--- src/rtl/msr_pkg.sv ---
`timescale 1ns/1ps
package msr_pkg;

    localparam int LINE_N = 4;
    localparam int CTL_W  = 5;

    // line indices inside a packed line vector
    localparam int IDX_CTS = 0;
    localparam int IDX_DSR = 1;
    localparam int IDX_RI  = 2;
    localparam int IDX_DCD = 3;

    // control register bit positions
    localparam int CB_DTR  = 0;
    localparam int CB_RTS  = 1;
    localparam int CB_OUT1 = 2;
    localparam int CB_OUT2 = 3;
    localparam int CB_LOOP = 4;

    typedef struct packed {
        logic dcd;
        logic ri;
        logic dsr;
        logic cts;
    } mline_t;

    typedef struct packed {
        mline_t lines;
        logic [LINE_N-1:0] delta;
    } mstat_t;

    // crossed routing of control outputs onto status inputs
    function automatic mline_t loop_lines(input logic [CTL_W-1:0] c);
        mline_t m;
        m.dcd = c[CB_OUT2];
        m.ri  = c[CB_OUT1];
        m.dsr = c[CB_DTR];
        m.cts = c[CB_RTS];
        return m;
    endfunction

endpackage

--- src/rtl/msr_ctl_reg.sv ---
`timescale 1ns/1ps
module msr_ctl_reg
    import msr_pkg::*;
#(
    parameter int DATA_W = 8,
    parameter logic [CTL_W-1:0] CTL_RST = 5'h08
) (
    input  logic              clk,
    input  logic              rst,
    input  logic              wr,
    input  logic [DATA_W-1:0] wdata,
    output logic [CTL_W-1:0]  ctl
);
    always_ff @(posedge clk) begin
        if (rst)
            ctl <= CTL_RST;
        else if (wr)
            ctl <= wdata[CTL_W-1:0];
    end
endmodule

--- src/rtl/msr_line_track.sv ---
`timescale 1ns/1ps
module msr_line_track
    import msr_pkg::*;
#(
    parameter logic [LINE_N-1:0] LINE_RST = 4'b1011
) (
    input  logic              clk,
    input  logic              rst,
    input  logic [LINE_N-1:0] pins,
    input  logic              clr,
    output logic [LINE_N-1:0] line_q,
    output logic [LINE_N-1:0] delta_q
);
    logic [LINE_N-1:0] hit;
    logic [LINE_N-1:0] delta_d;

    for (genvar i = 0; i < LINE_N; i++) begin : g_edge
        if (i == IDX_RI) begin : g_trail
            assign hit[i] = line_q[i] & ~pins[i];
        end else begin : g_any
            assign hit[i] = line_q[i] ^ pins[i];
        end
    end

    // a fresh change wins over a clearing read in the same cycle
    assign delta_d = (clr ? '0 : delta_q) | hit;

    always_ff @(posedge clk) begin
        if (rst) begin
            line_q  <= LINE_RST;
            delta_q <= '0;
        end else begin
            line_q  <= pins;
            delta_q <= delta_d;
        end
    end
endmodule

--- src/rtl/msr_read_view.sv ---
`timescale 1ns/1ps
module msr_read_view
    import msr_pkg::*;
#(
    parameter int DATA_W = 8
) (
    input  logic [CTL_W-1:0]  ctl,
    input  logic [LINE_N-1:0] line_q,
    input  logic [LINE_N-1:0] delta_q,
    input  logic              rd,
    output logic [DATA_W-1:0] rdata,
    output logic              clr
);
    mstat_t view;

    always_comb begin
        if (ctl[CB_LOOP]) begin
            view.lines = loop_lines(ctl);
            view.delta = '0;
        end else begin
            view.lines = mline_t'(line_q);
            view.delta = delta_q;
        end
    end

    assign rdata = DATA_W'(view);
    assign clr   = rd & ~ctl[CB_LOOP];
endmodule

--- src/rtl/msr_core.sv ---
`timescale 1ns/1ps
module msr_core
    import msr_pkg::*;
#(
    parameter int DATA_W = 8,
    parameter logic [CTL_W-1:0]  CTL_RST  = 5'h08,
    parameter logic [LINE_N-1:0] LINE_RST = 4'b1011
) (
    input  logic              clk,
    input  logic              rst,
    input  logic              ctl_wr,
    input  logic [DATA_W-1:0] ctl_wdata,
    output logic [CTL_W-1:0]  ctl_q,
    input  logic              stat_rd,
    input  logic [LINE_N-1:0] modem_in,
    output logic [DATA_W-1:0] stat_rdata,
    output logic              delta_pend
);
    logic [LINE_N-1:0] line_q;
    logic [LINE_N-1:0] delta_q;
    logic              clr;

    msr_ctl_reg #(.DATA_W(DATA_W), .CTL_RST(CTL_RST)) u_ctl (
        .clk(clk), .rst(rst), .wr(ctl_wr), .wdata(ctl_wdata), .ctl(ctl_q)
    );

    msr_line_track #(.LINE_RST(LINE_RST)) u_track (
        .clk(clk), .rst(rst), .pins(modem_in), .clr(clr),
        .line_q(line_q), .delta_q(delta_q)
    );

    msr_read_view #(.DATA_W(DATA_W)) u_view (
        .ctl(ctl_q), .line_q(line_q), .delta_q(delta_q), .rd(stat_rd),
        .rdata(stat_rdata), .clr(clr)
    );

    assign delta_pend = |delta_q;
endmodule

--- config.mk ---
export PLATFORM = sky130hd
export DESIGN_NAME = msr_core
export DESIGN_NICKNAME = d
export VERILOG_FILES = /design/src/rtl/msr_pkg.sv /design/src/rtl/msr_ctl_reg.sv /design/src/rtl/msr_line_track.sv /design/src/rtl/msr_read_view.sv /design/src/rtl/msr_core.sv
export SDC_FILE = /design/constraint.sdc
export NUM_CORES = 1
export LEC_CHECK = 0
export ABC_AREA = 0
export BUFFER_PORTS_ARGS = -buffer_cell sky130_fd_sc_hd__buf_2
export CAP_MARGIN = 20
export CORE_UTILIZATION = 42
export DETAILED_ROUTE_END_ITERATION = 8
export PLACE_DENSITY = 0.73
export SLEW_MARGIN = 40
export SYNTH_ARGS = -nofsm -noshare
export SYNTH_HDL_FRONTEND = slang
export SYNTH_HIERARCHICAL = 1
export SYNTH_SLANG_ARGS = --single-unit
--- constraint.sdc ---
create_clock -name clk -period 1.3 [get_ports clk]
set_input_delay 0.26 -clock clk [delete_from_list [all_inputs] [get_ports clk]]
set_output_delay 0.26 -clock clk [all_outputs]
set_load 0.01 [all_outputs]
== After elaboration in Yosys (flattened, before gate mapping) ==
Cells that the tools add are included.
W data, S select, Z words.
Storage, ports and cells
  register bits after elaboration: 13
  input bits: 16
  output and inout port bits: 14
Cells by class
  multiplexer cells: 2
  bitwise gates (word level): 8
  reductions and logical operators: 1
Operators by type and width (count)
  $mux W8: 1
  $mux W4: 1
  $or A4 B4 Y4: 1
  $reduce_or A4 Y1: 1
  $xor A1 B1 Y1: 3
  $and A1 B1 Y1: 2
  $not A1 Y1: 2

== Logic depth before layout (Yosys ltp) ==
  depth after elaboration: 4
  depth in mapped cells: 4

== Hierarchy ==
Netlist, hierarchy kept.
By module, submodules not included
  msr_line_track: times used 1, cells each 24, area each 262.8 sq um, sequential area each 160.2 sq um
  msr_ctl_reg: times used 1, cells each 16, area each 183.9 sq um, sequential area each 100.1 sq um
  msr_read_view: times used 1, cells each 10, area each 115.1 sq um, sequential area each 0.0 sq um
  msr_core: times used 1, cells each 1, area each 7.5 sq um, sequential area each 0.0 sq um

== Worst setup path before layout ==
OpenSTA, ideal clock, no wires.
  kind: flip-flop to output port
  start point: reg u_track.delta_q[1]
  end point: out delta_pend
  arrival time: 0.861 ns
  required time: 1.040 ns
  slack: 0.179 ns
  cell stages (with the launch flop): 2
  path buffers: 0
  path through: dfxtp_1 or4_1
Between the ends
  longest elaborated chain between the ends: 1
Ends and longest elaborated chain
  start, declared: RTL line msr_line_track.sv:12  | output logic [LINE_N-1:0] delta_q
  start signal, assigned: RTL line msr_line_track.sv:34  | delta_q <= delta_d;
  $reduce_or A4 Y1: RTL line msr_core.sv:37  | assign delta_pend = |delta_q;
  end, declared: RTL line msr_core.sv:17  | output logic delta_pend
No other way between the ends.

== Worst setup path in the final report ==
Same ends and word-level chain as after synthesis.

==> impl_results.md <==
* Status: finished, violations left
* Violated checks: setup timing
* Unrepaired setup endpoints after global routing: yes
* Clock transition at path regs at 80 ps
* Post-Synth XOR/XNOR Area at 4.62%
* Count leader, synth: dfxtp_1
* Vias in the first global route at 372
* Slew headroom at 85.9%
* Initial antenna violation count at 0
* Setup WS pre-CTS at 93.4 ps
* Final #Nets at 100
* Placed insts at 91
* Worst-Skew Late Latency at 270 ps
* WP data required at 1040 ps
* R2R setup slack at 250 ps
* PortBufs at 26
* Post-synth EDFFs at 0
* Fmax at roughly 670 MHz
* Max Slew Vio Count at 0
* Tot GR Track Use at 16.3%
* Pint at 667 uW
* Setup ws final at -203 ps
* Least-Margin Pin Slew at 211 ps
* Post-synthesis adder-cell area fraction at 0%
* Final Critical Period at 1500 ps
* H-tree depth at 1
* Post-route antenna net violation count at 0
* Num CTS Buffers at 3
* CTS tree: yes
* Flop pwr share at between 40% and 50%
* Reg2Reg Depth at 4
* Clk root buf: clkbuf_4
* Area leader, netlist: dfxtp_1
* P_leak at a little under 0.4 nW
* Skew final at 9.76 ps
* Final Hold Fails at 0
* DR iter-0 viols at 3
* Largest net degree at the start of global routing at 14
* Cells along the critical path: or4_1 -> buf_2
* Worst R2R End: u_track/delta_q[2]
* Routed WL at approximately 1.0 mm
* Delay-heaviest family, CP: simple AND/OR/NAND/NOR gates
* # setup viols final at 9
* Layout cells sized above 1 at 54.2%
* Total iterations of the first detailed-routing run at 2
* Crit-path max FO at 2
* Min-delay worst type: in2reg
* Non-Filler Instances at slightly below 100
* WHS Endpoint: u_track/line_q[1]
* Max stage delay on crit path at 490 ps
* RePlAce Congestion at approximately 0.65
* Peak supply drop at 0.744 mV
* Synth Area in Compound Gates at 5.05%
* Die Y at 38.8 um
* Pwr dens at ~1100 mW/mm2
* Setup crit end kind: primary output
* Sequential share of the synthesized area at 45.7%
* Post-synth top area share at between 40% and 50%
* Post-CTS Hold Fix Bufs at 0
* Clock sinks at 13
* Post-synthesis area per instance at 11.2 um2
* Logic pwr share at about 22%
* Wire length per cell at 10.5 um
* Hold slack at 193 ps
* Crit Path Category: reg2out
* Main synth FF type: dfxtp_1
* Main combinational cell family by area after synthesis: simple AND/OR/NAND/NOR gates
* Crit start category: register
* Flip-flop and latch area at 263 um2
* #FFs+latches synth at 13
* MaxCap Viol Count at 0
* Unique masters post-synth at 14
* Area taken by multi-input logic gates at 287 um2
* Residual DRC count at 0
* Layout fillers at 91
* Post-synthesis mux area share at 17.6%
* Number of top-level pins at 30
* Vias at 439
* Arr. time, crit path at 1240 ps
* ANT cells at 0
* Area grow syn2layout at 42.4%
* Top cells by area, synth: dfxtp_1 (46%), mux2_4 (11%), and2b_2 (7.7%), mux2i_1 (7.0%), nand2b_1 (5.5%)
* Initial core utilization at 48.0%
* Synth Cell Area at 569 um2
* Post-synth ARST share at 0%
* GRT overflow at 0
* Post-DP HPWL at 733 um
* Slowest cell on crit path: or4_1
* Core region area at 0.00119 mm2
* Via density at 4.53
* Cell count after synthesis at 51
* Die extent in x at 38.8 um
* Switching Power at 221 uW
* Startpoint of the worst hold path: modem_in[1]
* Worst hold stages at 2
* First-pass GRT wire length at roughly 1.6 mm
* Simple-Gate Fraction of Synth Area at 23.1%
* Syn Nets at 67
* Ys Warns at 6
* Clock Power Share at 28.0%
* Die area at 0.00151 mm2
* CP Buf/Inv Count at 1
* FP Rows at 12
* Switch share at between 20% and 30%
* Worst reg2reg startpoint: u_ctl/ctl[4]
* Clock Tree Buf Depth at 2
* Final worst-path cycle share at 116%
* Commonest cells in the netlist: dfxtp_1 (13), and2b_2 (5), nand2b_1 (5)
==> cells in the final DEF (no fill, tap or decap), drive strengths merged <==
master	Yosys	final
buf	2	30
dfxtp	13	13
nand2b	5	5
and2b	5	5
mux2i	4	4
nor2	4	4
a21oi	4	4
mux2	4	4
clkbuf	0	4
or2	3	3
xnor2	3	3
nor2b	2	2
or4	1	1
a211o	1	1
==> final cells by class <==
cell class	instances	area share, %
Multi-Input combinational cell	36	35.3
Sequential cell	13	32.4
Timing Repair Buffer	30	26.9
Clock buffer	4	3.24
Tap cell	14	2.16
==> what timing repair did <==
action                     CTS  global route
resized for setup           12             0
setup endpoints to repair    9             9
setup buffers                2             0
==> metrics by stage <==
step | power (mW) | utilization [%] | cell area [um2] | TNS [ps]
after global placement | 0.610 | 59.8 | 709 | 0
after CTS | 0.895 | 68.4 | 811 | -881
after floorplan | 0.550 | - | 569 | 0
after global routing | 0.938 | 68.4 | 811 | -1160
after detailed placement | 0.613 | 59.8 | 709 | 0
final | 0.889 | 68.4 | 811 | -818
==> worst register-to-register path, stage by stage (launching register included) <==
cell and delay [ps]:
dfxtp_2 360, buf_6 120, and2b_2 230, nand2b_1 150
a21oi_1 140
==> worst max path at each step <==
stage | startpoint | endpoint | slack (ps) | cells past startpoint
3_3_place_gp | u_track/delta_q[1] | delta_pend | 100 | 2
3_5_place_dp | u_track/delta_q[1] | delta_pend | 90 | 2
6_report | u_track/delta_q[1] | delta_pend | -200 | 2
5_1_grt | u_track/delta_q[1] | delta_pend | -250 | 2
2_1_floorplan | u_track/delta_q[1] | delta_pend | 180 | 1
4_1_cts | u_track/delta_q[1] | delta_pend | -210 | 2
==> cell families after synthesis <==
family          count (synthesis)
simple gates                   20
flops                          13
mux                             8
compound gates                  5
xor+xnor                        3
buf+inv                         2
==> flip-flops by register name, summed over array words and instances (netlist names) <==
signal,count
u_ctl/ctl,5
u_track/delta_q,4
u_track/line_q,4
==> power groups by stage <==
stage,Clock [mW],Sequential [mW],Combinational (mW)
2_1_floorplan,0,0.452,0.0981
3_3_place_gp,0,0.449,0.160
3_5_place_dp,0,0.451,0.162
4_1_cts,0.253,0.443,0.199
5_1_grt,0.279,0.446,0.213
6_report,0.249,0.442,0.198
==> layer usage <==
metal / global-route usage (%) / up-vias / part of all wire (%)
met5: 0 / - / 0
met1: 17.6 / 186 / 45
met3: 1.73 / 2 / 4.5
li1: - / 233 / -
met2: 27.1 / 18 / 49
met4: 15.5 / 0 / 0.98
(Power assumes the default switching activity.)
